--- src/rtl/exc_entry_pkg.sv ---
package exc_entry_pkg;

    localparam int NUM_REQ  = 15;
    localparam int IDX_W    = 4;
    localparam int NUM_PRIO = 13;

    localparam int CX_RESET   = 1;
    localparam int CX_BUSERR  = 2;
    localparam int CX_DPF     = 3;
    localparam int CX_IPF     = 4;
    localparam int CX_TICK    = 5;
    localparam int CX_ALIGN   = 6;
    localparam int CX_ILLEGAL = 7;
    localparam int CX_EXTINT  = 8;
    localparam int CX_DTLB    = 9;
    localparam int CX_ITLB    = 10;
    localparam int CX_RANGE   = 11;
    localparam int CX_SYSCALL = 12;
    localparam int CX_TRAP    = 14;

    localparam int SRB_SUPV = 0;
    localparam int SRB_TEN  = 1;
    localparam int SRB_IEN  = 2;
    localparam int SRB_HIGH = 14;

    typedef enum logic [1:0] {
        EPC_FAULT,
        EPC_NEXT,
        EPC_ASYNC,
        EPC_NONE
    } epc_kind_e;

    // Priority slot s (0 = highest) to cause index
    function automatic int prio_slot(input int s);
        case (s)
            0:       return CX_RESET;
            1:       return CX_ITLB;
            2:       return CX_IPF;
            3:       return CX_BUSERR;
            4:       return CX_ILLEGAL;
            5:       return CX_ALIGN;
            6:       return CX_DTLB;
            7:       return CX_DPF;
            8:       return CX_RANGE;
            9:       return CX_SYSCALL;
            10:      return CX_TRAP;
            11:      return CX_TICK;
            default: return CX_EXTINT;
        endcase
    endfunction

    function automatic epc_kind_e epc_kind(input logic [IDX_W-1:0] idx);
        case (int'(idx))
            CX_RESET:          return EPC_NONE;
            CX_SYSCALL:        return EPC_NEXT;
            CX_TICK, CX_EXTINT: return EPC_ASYNC;
            default:           return EPC_FAULT;
        endcase
    endfunction

endpackage

--- src/rtl/exc_prio_arb.sv ---
module exc_prio_arb
    import exc_entry_pkg::*;
(
    input  logic [NUM_REQ-1:0] elig_i,
    output logic               any_o,
    output logic [IDX_W-1:0]   idx_o
);

    logic [NUM_PRIO-1:0] slot_hit;

    generate
        for (genvar s = 0; s < NUM_PRIO; s++) begin : g_slot
            assign slot_hit[s] = elig_i[prio_slot(s)];
        end
    endgenerate

    always_comb begin
        any_o = 1'b0;
        idx_o = '0;
        for (int s = NUM_PRIO - 1; s >= 0; s--) begin
            if (slot_hit[s]) begin
                any_o = 1'b1;
                idx_o = IDX_W'(prio_slot(s));
            end
        end
    end


    always_comb begin
        if (any_o) begin
            grant_eligible_chk: assert (elig_i[idx_o]);
        end
    end

endmodule

--- src/rtl/exc_vec_gen.sv ---
module exc_vec_gen
    import exc_entry_pkg::*;
#(
    parameter int                ADDR_W    = 32,
    parameter logic [ADDR_W-1:0] HIGH_BASE = 32'hF000_0000
) (
    input  logic [IDX_W-1:0]  idx_i,
    input  logic              high_i,
    output logic [ADDR_W-1:0] vec_o,
    output logic [ADDR_W-1:0] npc_o
);

    localparam int CODE_W = IDX_W + 8;

    logic [ADDR_W-1:0] code;

    always_comb begin
        code  = ADDR_W'({idx_i, 8'h00});
        vec_o = code + (high_i ? HIGH_BASE : '0);
        npc_o = vec_o + ADDR_W'(4);
    end

    initial begin
        width_fit_chk: assert (CODE_W <= ADDR_W);
    end

endmodule

--- src/rtl/exc_epc_calc.sv ---
module exc_epc_calc
    import exc_entry_pkg::*;
#(
    parameter int ADDR_W = 32
) (
    input  epc_kind_e         kind_i,
    input  logic [ADDR_W-1:0] pc_i,
    input  logic              dslot_i,
    output logic              we_o,
    output logic [ADDR_W-1:0] epc_o
);

    logic [ADDR_W-1:0] base;

    always_comb begin
        base  = (kind_i == EPC_NEXT) ? pc_i + ADDR_W'(4) : pc_i;
        epc_o = dslot_i ? base - ADDR_W'(4) : base;
        we_o  = (kind_i != EPC_NONE);
    end

endmodule

--- src/rtl/exc_entry_ctrl.sv ---
module exc_entry_ctrl
    import exc_entry_pkg::*;
#(
    parameter int                ADDR_W    = 32,
    parameter logic [ADDR_W-1:0] HIGH_BASE = 32'hF000_0000
) (
    input  logic               clk,
    input  logic               rst_n,
    input  logic [NUM_REQ-1:0] req_i,
    input  logic [ADDR_W-1:0]  ea_i,
    input  logic [ADDR_W-1:0]  pc_i,
    input  logic               dslot_i,
    input  logic [ADDR_W-1:0]  sr_i,
    output logic               redir_valid_o,
    output logic [ADDR_W-1:0]  redir_pc_o,
    output logic [ADDR_W-1:0]  next_pc_o,
    output logic [IDX_W-1:0]   cause_o,
    output logic               epcr_we_o,
    output logic [ADDR_W-1:0]  epcr_o,
    output logic               eear_we_o,
    output logic [ADDR_W-1:0]  eear_o,
    output logic               esr_we_o,
    output logic [ADDR_W-1:0]  esr_o,
    output logic               sr_we_o,
    output logic [ADDR_W-1:0]  sr_o
);

    typedef struct packed {
        logic              valid;
        logic [IDX_W-1:0]  cause;
        logic [ADDR_W-1:0] pc;
        logic [ADDR_W-1:0] npc;
        logic              epcr_we;
        logic [ADDR_W-1:0] epcr;
        logic [ADDR_W-1:0] eear;
        logic [ADDR_W-1:0] esr;
        logic [ADDR_W-1:0] sr;
        logic              tick_pend;
        logic              int_pend;
    } ent_state_t;

    ent_state_t st_d, st_q;

    logic [NUM_REQ-1:0] elig;
    logic               win_any;
    logic [IDX_W-1:0]   win_idx;
    logic [ADDR_W-1:0]  vec, vec_npc, epc;
    logic               epc_we;
    logic               tick_seen, int_seen;

    always_comb begin
        tick_seen = st_q.tick_pend | req_i[CX_TICK];
        int_seen  = st_q.int_pend  | req_i[CX_EXTINT];
        elig              = req_i;
        elig[CX_TICK]     = tick_seen & sr_i[SRB_TEN];
        elig[CX_EXTINT]   = int_seen  & sr_i[SRB_IEN];
        if (st_q.valid) begin
            elig           = '0;
            elig[CX_RESET] = req_i[CX_RESET];
        end
    end

    exc_prio_arb u_arb (
        .elig_i (elig),
        .any_o  (win_any),
        .idx_o  (win_idx)
    );

    exc_vec_gen #(
        .ADDR_W    (ADDR_W),
        .HIGH_BASE (HIGH_BASE)
    ) u_vec (
        .idx_i  (win_idx),
        .high_i (sr_i[SRB_HIGH]),
        .vec_o  (vec),
        .npc_o  (vec_npc)
    );

    exc_epc_calc #(
        .ADDR_W (ADDR_W)
    ) u_epc (
        .kind_i  (epc_kind(win_idx)),
        .pc_i    (pc_i),
        .dslot_i (dslot_i),
        .we_o    (epc_we),
        .epc_o   (epc)
    );

    always_comb begin
        st_d         = st_q;
        st_d.valid   = 1'b0;
        st_d.epcr_we = 1'b0;
        if (win_any) begin
            st_d.valid   = 1'b1;
            st_d.cause   = win_idx;
            st_d.pc      = vec;
            st_d.npc     = vec_npc;
            st_d.epcr_we = epc_we;
            st_d.epcr    = epc;
            st_d.eear    = ea_i;
            st_d.esr     = sr_i;
            st_d.sr      = sr_i;
            st_d.sr[SRB_SUPV] = 1'b1;
            st_d.sr[SRB_TEN]  = 1'b0;
            st_d.sr[SRB_IEN]  = 1'b0;
        end
        st_d.tick_pend = tick_seen & ~(win_any && int'(win_idx) == CX_TICK);
        st_d.int_pend  = int_seen  & ~(win_any && int'(win_idx) == CX_EXTINT);
    end

    always_ff @(posedge clk) begin
        if (!rst_n) begin
            st_q <= '0;
        end else begin
            st_q <= st_d;
        end
    end

    assign redir_valid_o = st_q.valid;
    assign redir_pc_o    = st_q.pc;
    assign next_pc_o     = st_q.npc;
    assign cause_o       = st_q.cause;
    assign epcr_we_o     = st_q.epcr_we;
    assign epcr_o        = st_q.epcr;
    assign eear_we_o     = st_q.valid;
    assign eear_o        = st_q.eear;
    assign esr_we_o      = st_q.valid;
    assign esr_o         = st_q.esr;
    assign sr_we_o       = st_q.valid;
    assign sr_o          = st_q.sr;


    one_shot_chk: assert property (@(posedge clk) disable iff (!rst_n)
        redir_valid_o |=> (!redir_valid_o || int'(cause_o) == CX_RESET));


    npc_step_chk: assert property (@(posedge clk) disable iff (!rst_n)
        redir_valid_o |-> next_pc_o == redir_pc_o + ADDR_W'(4));


    epcr_reset_chk: assert property (@(posedge clk) disable iff (!rst_n)
        redir_valid_o |-> (epcr_we_o == (int'(cause_o) != CX_RESET)));


    saved_state_chk: assert property (@(posedge clk) disable iff (!rst_n)
        redir_valid_o |-> (esr_o == $past(sr_i) && eear_o == $past(ea_i)));


    tick_mask_chk: assert property (@(posedge clk) disable iff (!rst_n)
        (redir_valid_o && int'(cause_o) == CX_TICK) |-> $past(sr_i[SRB_TEN]));


    int_mask_chk: assert property (@(posedge clk) disable iff (!rst_n)
        (redir_valid_o && int'(cause_o) == CX_EXTINT) |-> $past(sr_i[SRB_IEN]));

endmodule

--- config.mk ---
export PLATFORM = sky130hd
export DESIGN_NAME = exc_entry_ctrl
export DESIGN_NICKNAME = d
export VERILOG_FILES = /design/src/rtl/exc_entry_pkg.sv /design/src/rtl/exc_prio_arb.sv /design/src/rtl/exc_vec_gen.sv /design/src/rtl/exc_epc_calc.sv /design/src/rtl/exc_entry_ctrl.sv
export SDC_FILE = /design/constraint.sdc
export NUM_CORES = 1
export LEC_CHECK = 0
export ABC_AREA = 1
export BUFFER_PORTS_ARGS = -buffer_cell sky130_fd_sc_hd__buf_4
export CAP_MARGIN = 25
export CORE_MARGIN = 2
export CORE_UTILIZATION = 49
export CTS_BUF_LIST = sky130_fd_sc_hd__clkbuf_8
export DETAILED_ROUTE_END_ITERATION = 7
export HOLD_SLACK_MARGIN = 0.02
export PLACE_DENSITY = 0.8
export SLEW_MARGIN = 0
export SYNTH_ARGS = -nofsm -noshare
export SYNTH_HDL_FRONTEND = slang
export SYNTH_HIERARCHICAL = 1
export SYNTH_SLANG_ARGS = --single-unit
--- constraint.sdc ---
create_clock -name clk -period 3.5 [get_ports clk]
set_input_delay 0.7 -clock clk [delete_from_list [all_inputs] [get_ports clk]]
set_output_delay 0.7 -clock clk [all_outputs]
set_load 0.005 [all_outputs]
==> results by group, run 1 <==
Outcome
  – Status: completed

STA
  – Fin. max-slew vios: 0
  – RSZ-0062 raised after global routing: true
  – Worst-Margin Slew: 0.773 ns
  – Final period demand of the worst path: 3.46 ns
  – Max-slew headroom: 48.5%
  – Final number of hold-violating endpoints: 0
  – Slack of the critical path: 0.0445 ns
  – Fmax: 0.289 GHz
  – Final period util: 98.7%
  – # setup viols final: 0
  – Clock Skew: 0.0144 ns
  – Setup tns final: 0 ns

Drt
  – Vias: ~9300
  – DR DRC count: 0
  – Detailed Route Iter0 Violations: 494
  – Drt first pass iters: 5
  – Total wire length: 27200 um
  – Number of routed nets with antenna violations: 0
  – DR vias/cell: between 4 and 5
  – WL/cell: 14.0 um

Worst setup path
  – Crit path max fanout: 7
  – CP delay by family, top: simple AND/OR/NAND/NOR gates
  – Crit-path slowest cell: dfxtp_4
  – Flop2flop setup slack: 0.04 ns
  – Worst R2R Path Depth: 26
  – CP Capture Type: flop
  – Crit Reg-Reg Startpoint: eear_we_o$_SDFF_PN0_
  – CP arrival: 3.79 ns
  – CP bufs+invs: 4
  – Crit path largest cell delay: roughly 0.38 ns
  – WP data required: 3.83 ns
  – Most Frequent Cell on Critical Path: nand2_1
  – Setup CP Type: reg -> reg
  – Reg2reg end: epcr_o[31]$_SDFFE_PN0P_
  – Startpoint class of the critical path: flop

CTS
  – Max clock buf depth: 2
  – H-Tree Level Count: 4
  – CTS tree: done
  – Clock net sink count: 169
  – Worst-skew pair later-pin latency: 0.45 ns
  – Cts bufs inserted: 17
  – Clock slew at reported path FFs: 0.10 ns
  – CTS Root Cell: clkbuf_8

Pwr
  – Peak supply drop: 0.226 mV
  – Register share of total power: 45.7%
  – P_leak: 6.17 nW
  – Power Total: about 0.0046 W
  – Power per Cell Area: 370 nW/um^2
  – Sw frac: 29.9%
  – Clk pwr share: 32.9%
  – P_int: 0.00325 W
  – Gate power share: 21.4%
  – Sw Pwr: between 0.001 and 0.0015 W

Die
  – I/O pins: approximately 320
  – Core footprint: 21000 um^2
  – Initial core utilization: 49.9%
  – Num rows: 53
  – Total Die Area: 22500 um^2
  – Die width: 150 um
  – Die H: roughly 150 um

Final layout
  – Number of standard cells in the final layout excluding fillers: 1952
  – Fillers: 1875
  – Area of the multi-input gates: 4830 um^2
  – Syn-to-layout area delta: 19.6%
  – FF+latch area: 3390 um^2
  – Layout cells sized above 1: between 30 and 40%
  – Final core occ: 59.7%
  – Nets: 1779

Global routing
  – All-Layer GR Usage: approximately 22%
  – M3 GR Usage: under 10%
  – GR met1 Demand/Resource: 25.5%
  – First-pass GRT wire length: 40100 um
  – Initial antenna violation count: 1
  – GR Overflow Total: 0
  – Vias in the first global route: between 8000 and 9000
  – Met2 usage in global routing: 40.5%
  – Largest net degree at the start of global routing: 87
  – GRT busiest layer: met2

Worst hold path
  – Hold/Removal Path Class: reg -> reg
  – Worst Hold End: sr_o[0]$_SDFFE_PN0P_
  – Worst hold path startpoint: sr_o[0]$_SDFFE_PN0P_
  – Hold depth: 2

Job
  – MaxCap Viol Count: 0

Logic synthesis
  – Synth Instances: 1511
  – Synth warn: 6
  – Mapped Area: between 10000 and 15000 um^2
  – Mean post-synth cell area: 6.92 um^2

Place
  – DP HPWL: ~20000 um
  – Placed instance count: roughly 1900
  – GP Congestion: 0.881
  – Port bufs: 310
  – Pre-CTS setup slack: -0.419 ns
## power groups by stage
stage	sequential [W]	combinational (W)	clock, W
finish	0.00212	0.000989	0.00152
detailed placement	0.00216	0.000928	0
CTS	0.00212	0.000933	0.00156
global route	0.00213	0.00109	0.00164
floorplan	0.00214	0.000660	0
global placement	0.00216	0.000907	0
## per-layer routing
metal / up-vias / share of wire (%)
li1: 4712 / -
met1: 4273 / 39
met2: 285 / 51
met3: 48 / 6.8
met4: 0 / 2.5
met5: - / 0
## sequential cells by signal, summed over array words and instances, names as in the netlist
| register | count |
|---|---|
| redir_pc_o | 32 |
| st_q | 2 |
| eear_o | 32 |
| cause_o | 4 |
| epcr_o | 32 |
| eear_we_o | 1 |
| sr_o | 1 |
| next_pc_o | 32 |
| epcr_we_o | 1 |
| esr_o | 32 |
## repair_timing
item,CTS,global route
setup buffers,0,9
pin swaps,0,23
cloned,0,1
hold buffers,0,0
resized for setup,2,72
setup endpoints to repair,17,25
## area by class of cell
| type | instances | area share, % |
|---|---|---|
| clock buffers | 18 | 1.98 |
| multi-input cells | 964 | 38.6 |
| diodes | 1 | 0.0200 |
| inverters | 106 | 3.24 |
| clock inverters | 14 | 1.58 |
| repair buffers | 405 | 24.8 |
| flip-flops and latches | 169 | 27.1 |
| well taps | 275 | 2.75 |
## through the flow
| stage | hold WS, ns | cell area [um^2] |
|---|---|---|
| 5_1_grt | 0.427 | 12500 |
| 6_report | 0.457 | 12500 |
| 3_5_place_dp | 0.445 | 11700 |
| 4_1_cts | 0.431 | 12200 |
| 3_3_place_gp | 0.434 | 11700 |
| 2_1_floorplan | 0.423 | 10600 |
## cells in the final DEF, fill, tap and decap left out, types with 3 or more instances in the layout
cell type / instances
buf_4: 398
nor2_1: 328
dfxtp_1: 168
o21ai_0: 165
nand2_1: 150
inv_1: 96
nor2_2: 71
conb_1: 50
nand3_1: 48
nand2_2: 30
nor2_4: 24
nand4_1: 22
clkbuf_8: 18
xor2_1: 14
nor3_1: 9
nand2_4: 8
nand3_2: 8
inv_2: 7
inv_6: 5
xnor2_1: 5
a21oi_1: 4
inv_8: 4
buf_12: 4
nand3b_1: 4
clkinv_8: 3
buf_6: 3
a21oi_4: 3
o21ai_1: 3
## worst min-delay path, stage by stage (launching register included)
cell     delay (ns)
dfxtp_1        0.33
nand2_1        0.05
nand2_1        0.04
## worst max-delay path by stage
stage	start	endpoint	slack [ns]	depth (start not counted)
after floorplan	req_i[8]	epcr_o[22]$_SDFFE_PN0P_	0.02	26
after global placement	req_i[5]	epcr_o[22]$_SDFFE_PN0P_	-0.32	29
after detailed placement	req_i[5]	epcr_o[22]$_SDFFE_PN0P_	-0.42	29
after CTS	eear_we_o$_SDFF_PN0_	epcr_o[22]$_SDFFE_PN0P_	0.01	26
after global routing	eear_we_o$_SDFF_PN0_	epcr_o[20]$_SDFFE_PN0P_	-0.16	28
final	eear_we_o$_SDFF_PN0_	epcr_o[31]$_SDFFE_PN0P_	0.04	26
Power figures use the tool's default switching activity.
==> inputs of run 2 (changes only) <==
--- a/config.mk
+++ b/config.mk
@@ -5,15 +5,14 @@
 export SDC_FILE = /design/constraint.sdc
 export NUM_CORES = 1
 export LEC_CHECK = 0
-export ABC_AREA = 1
+export ABC_AREA = 0
 export BUFFER_PORTS_ARGS = -buffer_cell sky130_fd_sc_hd__buf_4
 export CAP_MARGIN = 25
 export CORE_MARGIN = 2
-export CORE_UTILIZATION = 49
+export CORE_UTILIZATION = 30
 export CTS_BUF_LIST = sky130_fd_sc_hd__clkbuf_8
 export DETAILED_ROUTE_END_ITERATION = 7
 export HOLD_SLACK_MARGIN = 0.02
-export PLACE_DENSITY = 0.8
 export SLEW_MARGIN = 0
 export SYNTH_ARGS = -nofsm -noshare
 export SYNTH_HDL_FRONTEND = slang
==> run 2 against run 1 <==
The flow now finishes with violations (negative setup slack). Power shrank 6.1%. Global-route usage shrank 8.8 points. Via count shrank 21%. Maximum frequency shrank 24%. Cell count shrank 10%. Count of clock-buffer cells in the layout shrank 1. Wire length shrank 9.8%. Critical path depth shrank 5. Synthesized cell count shrank 28%. Die area grew 59%.
==> results by group, run 2 <==
Worst setup path
  – CP Capture Type: flop (unchanged)
  – CP delay by family, top: simple AND/OR/NAND/NOR gates (unchanged)
  – Crit Reg-Reg Startpoint: eear_we_o$_SDFF_PN0_ (unchanged)
  – Startpoint class of the critical path: flop (unchanged)
  – Most Frequent Cell on Critical Path: buf_6 (was nand2_1)
  – WP data required: 3.89 ns (was 3.83 ns)
  – Worst R2R Path Depth: 21 (was 26)
  – CP bufs+invs: 5 (was 4)
  – Crit-path slowest cell: or4b_4 (was dfxtp_4)
  – Crit path max fanout: 6 (was 7)
  – Crit path largest cell delay: 0.51 ns (was 0.38 ns)
  – Crit path to: epcr_o[31]$_SDFFE_PN0P_ (unchanged)
  – Setup CP Type: reg -> reg (unchanged)
  – Critical path cell sequence: buf_12 > nor2b_4 > buf_6 > nor2_2 > a21o_1 > a221oi_4 > or4b_4 > or2b_4 > buf_6 > nand4b_4 > buf_6 > nor3_4 > mux2_4 > o21ai_4 > buf_4 > nand4b_4 > nor4_4 > or4b_4 > xnor2_2 > mux2i_1 > nor2b_1
  – Levels on crit path: 21 (was 26)
  – CP arrival: 4.93 ns (was 3.79 ns)
  – Reg2reg end: epcr_o[31]$_SDFFE_PN0P_ (unchanged)
  – CP Launch Point: eear_we_o$_SDFF_PN0_ (unchanged)
  – Flop2flop setup slack: -1.03 ns (was 0.04 ns)

Drt
  – Number of routed nets with antenna violations: 0 (unchanged)
  – Drt first pass iters: 4 (was 5)
  – Total wire length: 24600 um (was 27200 um)
  – DR WL met3: 1360 um (was 1860 um)
  – Detailed Route Iter0 Violations: 283 (was 494)
  – DR vias/cell: 4.20 (was 4.77)
  – DR DRC count: 0 (unchanged)
  – Wire length on met1: 10400 um (was 10800 um)
  – Top sig layer: met4 (unchanged)
  – Met2 wire length: 12400 um (was 13900 um)
  – Vias: 7352 (was 9318)
  – WL/cell: 14.0 um (about the same)

Die
  – Die H: 189 um (was 150 um)
  – Initial core utilization: 30.6% (was 49.9%)
  – Core footprint: 33700 um^2 (was 21000 um^2)
  – Num rows: 67 (was 53)
  – Die width: 189 um (was 150 um)
  – I/O pins: 315 (unchanged)
  – Total Die Area: 35800 um^2 (was 22500 um^2)

STA
  – Clock Skew: 0.0169 ns (was 0.0144 ns)
  – Final number of hold-violating endpoints: 0 (unchanged)
  – Setup tns final: -18.28 ns (was 0 ns)
  – Final period demand of the worst path: 4.53 ns (was 3.46 ns)
  – RSZ-0062 raised after global routing: true (unchanged)
  – Final period util: 130% (was 98.7%)
  – Max-slew headroom: 66.5% (was 48.5%)
  – Fmax: 0.221 GHz (was 0.289 GHz)
  – WHS: 0.462 ns (was 0.457 ns)
  – Worst-Margin Slew: 0.500 ns (was 0.773 ns)
  – Fin. max-slew vios: 0 (unchanged)
  – # setup viols final: 27 (was 0)
  – Slack of the critical path: -1.03 ns (was 0.0445 ns)

Global routing
  – Vias in the first global route: 7023 (was 8290)
  – First-pass GRT wire length: 38000 um (was 40100 um)
  – Largest net degree at the start of global routing: 59 (was 87)
  – Initial antenna violation count: 0 (was 1)
  – GR Overflow Total: 0 (unchanged)
  – All-Layer GR Usage: 13.3% (was 22.2%)

Final layout
  – Nets: 1406 (was 1779)
  – Fillers: 3373 (was 1875)
  – FF+latch area: 3390 um^2 (unchanged)
  – Syn-to-layout area delta: 27.2% (was 19.6%)
  – Most frequent cells in the layout: buf_4 (423), mux2i_1 (169), dfxtp_1 (168) (was buf_4 (398), nor2_1 (328), dfxtp_1 (168))
  – Layout cells sized above 1: 43.3% (was 36.1%)
  – Antenna cells: 0 (was 1)
  – Area of the multi-input gates: 5240 um^2 (was 4830 um^2)
  – Commonest non-fill, non-tap cell in the layout: buf_4 (unchanged)

Logic synthesis
  – Mapped Area: 10300 um^2 (was 10500 um^2)
  – Synth warn: 6 (unchanged)
  – Synth Instances: 1086 (was 1511)
  – Mean post-synth cell area: 9.49 um^2 (was 6.92 um^2)

CTS
  – CTS tree: done (unchanged)
  – Clock slew at reported path FFs: 0.10 ns (about the same)
  – Hold buffer count at CTS: 0 (unchanged)
  – Cts bufs inserted: 17 (unchanged)
  – Clock net sink count: 169 (unchanged)
  – Max clock buf depth: 2 (unchanged)
  – CTS Root Cell: clkbuf_8 (unchanged)
  – Worst-skew pair later-pin latency: 0.49 ns (was 0.45 ns)
  – H-Tree Level Count: 4 (unchanged)

Outcome
  – Status: finished, violations left (was completed)
  – Failing checks: negative setup slack

Place
  – Pre-CTS setup slack: -1.66 ns (was -0.419 ns)
  – GP Congestion: 0.860 (was 0.881)
  – DP HPWL: 18500 um (was 19900 um)
  – Port bufs: 310 (unchanged)

Pwr
  – Peak supply drop: 0.200 mV (was 0.226 mV)
  – Power per Cell Area: 332 nW/um^2 (was 370 nW/um^2)
  – P_leak: 6.91 nW (was 6.17 nW)

Job
  – MaxCap Viol Count: 0 (unchanged)

Worst hold path
  – Hold/Removal Path Class: in -> reg (was reg -> reg)
run 2: changes by cell type in the layout (fill, tap and decap cells not counted), sizes merged, moves of 28 or more:
cell / delta
nand3: -38
o21ai: -166
mux2i: +169
nand2: -163
xnor2: +28
inv: -99
nor2b: +175
buf: +45
nor2: -400
run 2: power breakdown:
part           internal [W]  switching [W]
Clock              0.000502       0.000802
Combinational      0.000542       0.000387
Sequential          0.00204      0.0000716
run 2: worst min path at each step:
stage                                    start                      end  slack (ns)  depth (start not counted)
after floorplan           sr_o[0]$_SDFFE_PN0P_     sr_o[0]$_SDFFE_PN0P_        0.43                          1
after global placement    sr_o[0]$_SDFFE_PN0P_     sr_o[0]$_SDFFE_PN0P_        0.45                          1
after detailed placement  sr_o[0]$_SDFFE_PN0P_     sr_o[0]$_SDFFE_PN0P_        0.46                          1
after CTS                             ea_i[10]  eear_o[10]$_SDFFE_PN0P_        0.41                          3
after global routing                  ea_i[20]  eear_o[20]$_SDFFE_PN0P_        0.43                          3
final                                 ea_i[20]  eear_o[20]$_SDFFE_PN0P_        0.46                          3
run 2: metal layers:
layer | vias up | track usage (%)
li1 | 3700 | -
met1 | 3427 | 15.8
met2 | 206 | 23.6
met3 | 19 | 3.10
met4 | 0 | 4.29
met5 | - | 0
run 2: worst register-to-register path, stage by stage (launching register included):
cell and delay [ns]:
dfxtp_4 0.41, buf_12 0.15, nor2b_4 0.14, buf_6 0.12
nor2_2 0.03, a21o_1 0.21, a221oi_4 0.38, or4b_4 0.21
or2b_4 0.28, buf_6 0.12, nand4b_4 0.22, buf_6 0.16
nor3_4 0.19, mux2_4 0.33, o21ai_4 0.16, buf_4 0.15
nand4b_4 0.12, nor4_4 0.20, or4b_4 0.51, xnor2_2 0.14
mux2i_1 0.13, nor2b_1 0.06
run 2: per-stage QoR:
step                      util [%]  power (W)  std cells  instance area (um^2)
after floorplan                  -    0.00276       1133                 10600
after global placement        36.0    0.00301       1690                 12100
after detailed placement      36.0    0.00302       1690                 12100
after CTS                     38.2    0.00440       1742                 12900
after global routing          38.9    0.00458       1751                 13100
final                         38.9    0.00435       1751                 13100
run 2: final cells by class:
type                    instances  share of cell area, %
repair buffers                450                   26.9
inverters                       9                  0.258
clock inverters                15                  0.926
well taps                     448                   4.28
flip-flops and latches        169                   25.8
clock buffers                  17                   1.78
multi-input cells             643                   40.0
run 2: timing repair:
item	CTS	global route
setup endpoints to repair	30	29
setup buffers	22	10
pin swaps	31	20
endpoints found under the hold margin	0	0
resized for setup	53	35
==> inputs of run 3 (changes only) <==
--- a/config.mk
+++ b/config.mk
@@ -13,6 +13,7 @@
 export CTS_BUF_LIST = sky130_fd_sc_hd__clkbuf_8
 export DETAILED_ROUTE_END_ITERATION = 7
 export HOLD_SLACK_MARGIN = 0.02
+export PLACE_DENSITY_LB_ADDON = 0.05
 export SLEW_MARGIN = 0
 export SYNTH_ARGS = -nofsm -noshare
 export SYNTH_HDL_FRONTEND = slang
==> run 3 against run 2 <==
The run still ends with negative setup slack left. Combinational power grew 2.6%. Non-clock buffer count shrank 5. Sequential power is essentially flat. Core utilization grew 0.24 points. Power grew 7.2%.
==> results by group, run 3 (same netlist as run 2, synthesis figures left out) <==
Outcome
  – Status: finished, violations left (unchanged)
  – Failing checks: negative setup slack (unchanged)

Place
  – GP Congestion: 0.803 (was 0.860)
  – Port bufs: 310 (unchanged)
  – Placed instance count: 1685 (was 1690)
  – Placement Cell Area: 12100 um^2 (about the same)
  – DP HPWL: 19200 um (was 18500 um)

Worst setup path
  – Crit path max fanout: 7 (was 6)
  – WP data required: 3.90 ns (was 3.89 ns)
  – Worst R2R Path Depth: 17 (was 21)
  – Reg2reg end: epcr_o[31]$_SDFFE_PN0P_ (unchanged)
  – CP arrival: 4.82 ns (was 4.93 ns)
  – Startpoint class of the critical path: flop (unchanged)
  – CP Capture Type: flop (unchanged)
  – Crit Reg-Reg Startpoint: eear_we_o$_SDFF_PN0_ (unchanged)
  – Setup CP Type: reg -> reg (unchanged)
  – Flop2flop setup slack: -0.92 ns (was -1.03 ns)

Drt
  – WL/cell: 15.1 um (was 14.0 um)
  – DR DRC count: 0 (unchanged)
  – Total wire length: 26400 um (was 24600 um)
  – Vias: 7156 (was 7352)
  – Drt first pass iters: 4 (unchanged)
  – DR vias/cell: 4.10 (was 4.20)
  – Number of routed nets with antenna violations: 0 (unchanged)
  – Detailed Route Iter0 Violations: 299 (was 283)

CTS
  – Clock slew at reported path FFs: 0.11 ns (was 0.10 ns)
  – Worst-skew pair later-pin latency: 0.48 ns (was 0.49 ns)
  – Max clock buf depth: 2 (unchanged)
  – CTS Root Cell: clkbuf_8 (unchanged)
  – H-Tree Level Count: 4 (unchanged)
  – CTS tree: done (unchanged)
  – Cts bufs inserted: 17 (unchanged)
  – Clock net sink count: 169 (unchanged)

STA
  – Final period demand of the worst path: 4.42 ns (was 4.53 ns)
  – Fin. max-slew vios: 0 (unchanged)
  – Fmax: 0.226 GHz (was 0.221 GHz)
  – Slack of the critical path: -0.925 ns (was -1.03 ns)
  – RSZ-0062 raised after global routing: true (unchanged)
  – Final number of hold-violating endpoints: 0 (unchanged)
  – Max-slew headroom: 57.7% (was 66.5%)
  – WHS: 0.468 ns (was 0.462 ns)
  – Clock Skew: 0.0107 ns (was 0.0169 ns)
  – Worst-Margin Slew: 0.635 ns (was 0.500 ns)
  – Final period util: 126% (was 130%)
  – # setup viols final: 28 (was 27)

Final layout
  – Number of standard cells in the final layout excluding fillers: 1746 (was 1751)
  – Nets: 1401 (was 1406)
  – Area of the multi-input gates: 5310 um^2 (was 5240 um^2)
  – FF+latch area: 3390 um^2 (unchanged)
  – Syn-to-layout area delta: 28.0% (was 27.2%)
  – Layout cells sized above 1: 43.5% (was 43.3%)
  – Most frequent cells in the layout: buf_4 (424), nor2b_1 (169), dfxtp_1 (168) (was buf_4 (423), mux2i_1 (169), dfxtp_1 (168))
  – Antenna cells: 0 (unchanged)
  – Commonest non-fill, non-tap cell in the layout: buf_4 (unchanged)
  – Fillers: 3473 (was 3373)
  – Finished Cell Area: 13200 um^2 (was 13100 um^2)

Worst hold path
  – Worst hold path startpoint: ea_i[29] (was ea_i[20])
  – Hold/Removal Path Class: in -> reg (unchanged)
  – Hold depth: 3 (unchanged)
  – Worst Hold End: eear_o[29]$_SDFFE_PN0P_ (was eear_o[20]$_SDFFE_PN0P_)

Pwr
  – Gate power share: 20.4% (was 21.4%)
  – P_int: 0.00338 W (was 0.00309 W)
  – Power per Cell Area: 353 nW/um^2 (was 332 nW/um^2)
  – Register share of total power: 45.3% (was 48.6%)
  – P_leak: 6.99 nW (was 6.91 nW)
  – Sw frac: 27.5% (was 29.0%)
  – Peak supply drop: 0.202 mV (was 0.200 mV)
  – Clk pwr share: 34.3% (was 30.0%)
  – Sw Pwr: 0.00128 W (was 0.00126 W)

Global routing
  – First-pass GRT wire length: 40300 um (was 38000 um)
  – Vias in the first global route: 6915 (was 7023)
  – Largest net degree at the start of global routing: 93 (was 59)
  – Initial antenna violation count: 0 (unchanged)
  – GR Overflow Total: 0 (unchanged)
  – All-Layer GR Usage: 14.6% (was 13.3%)

Die
  – Initial core utilization: 30.6% (unchanged)
  – Core footprint: 33700 um^2 (unchanged)
  – Num rows: 67 (unchanged)
  – Die width: 189 um (unchanged)
  – I/O pins: 315 (unchanged)
  – Total Die Area: 35800 um^2 (unchanged)
  – Die H: 189 um (unchanged)

Job
  – MaxCap Viol Count: 0 (unchanged)
-- run 3: changes by cell type in the layout (fill, tap and decap cells not counted), moves of 3 or more --
cell	before	now
buf_6	21	14
clkinv_4	6	0
bufinv_16	0	4
nand2_1	21	17
nand2_4	1	4
nor2b_1	166	169
-- run 3: worst max path at each step --
stage / startpoint / to / slack, ns / cells past startpoint
after floorplan: req_i[14] / epcr_o[31]$_SDFFE_PN0P_ / -1.26 / 17
after global placement: req_i[5] / epcr_o[30]$_SDFFE_PN0P_ / -1.38 / 20
after detailed placement: req_i[5] / epcr_o[30]$_SDFFE_PN0P_ / -1.43 / 20
after CTS: eear_we_o$_SDFF_PN0_ / epcr_o[22]$_SDFFE_PN0P_ / -0.92 / 19
after global routing: eear_we_o$_SDFF_PN0_ / epcr_o[31]$_SDFFE_PN0P_ / -1.14 / 20
final: eear_we_o$_SDFF_PN0_ / epcr_o[31]$_SDFFE_PN0P_ / -0.92 / 17
-- run 3: per-layer routing --
metal	track usage, %	part of all wire (%)	up-vias
li1	-	-	3696
met1	18.6	46	3230
met2	23.6	47	217
met3	4.89	6.4	13
met4	3.61	0.85	0
met5	0	0	-
-- run 3: what timing repair did --
item / 4_1_cts / 5_1_grt
pin swaps: 15 / 35
cloned: 0 / 1
hold buffers: 0 / 0
setup endpoints to repair: 29 / 29
resized for setup: 33 / 58
buffers inserted: 12 / 19
-- run 3: area by class of cell --
class	instances	share of cell area, %
multi-input cells	643	40.2
well taps	448	4.25
repair buffers	445	26.3
clock inverters	15	1.52
clock buffers	17	1.77
flip-flops and latches	169	25.7
inverters	9	0.256
-- run 3: power groups by stage --
stage                     registers (W)  clock network (W)  logic [W]
after floorplan                 0.00214                  0   0.000627
after global placement          0.00215                  0   0.000877
after detailed placement        0.00216                  0   0.000875
after CTS                       0.00211            0.00169   0.000902
after global routing            0.00213            0.00177    0.00104
final                           0.00211            0.00160   0.000952
-- run 3: worst max-delay path, cell delays in order, from the launching register on --
cell	delay, ns
dfxtp_4	0.38
buf_12	0.14
nor2b_4	0.05
or3_4	0.40
a2111oi_4	0.35
a2111oi_4	0.08
or4b_1	0.55
or2b_4	0.25
and2b_2	0.26
a2111oi_4	0.33
o211a_2	0.24
nand3_2	0.08
nand4b_4	0.21
nor4_4	0.16
or4b_4	0.50
xnor2_2	0.15
mux2i_1	0.13
nor2b_1	0.06
-- run 3: through the flow --
| stage | total power, W | TNS, ns | util (%) | setup WS (ns) |
|---|---|---|---|---|
| finish | 0.00466 | -16.48 | 39.1 | -0.925 |
| global route | 0.00493 | -21.99 | 39.1 | -1.14 |
| CTS | 0.00471 | -16.09 | 37.9 | -0.922 |
| detailed placement | 0.00303 | -30.97 | 35.9 | -1.43 |
| global placement | 0.00303 | -29.51 | 35.9 | -1.38 |
| floorplan | 0.00276 | -18.01 | - | -1.26 |
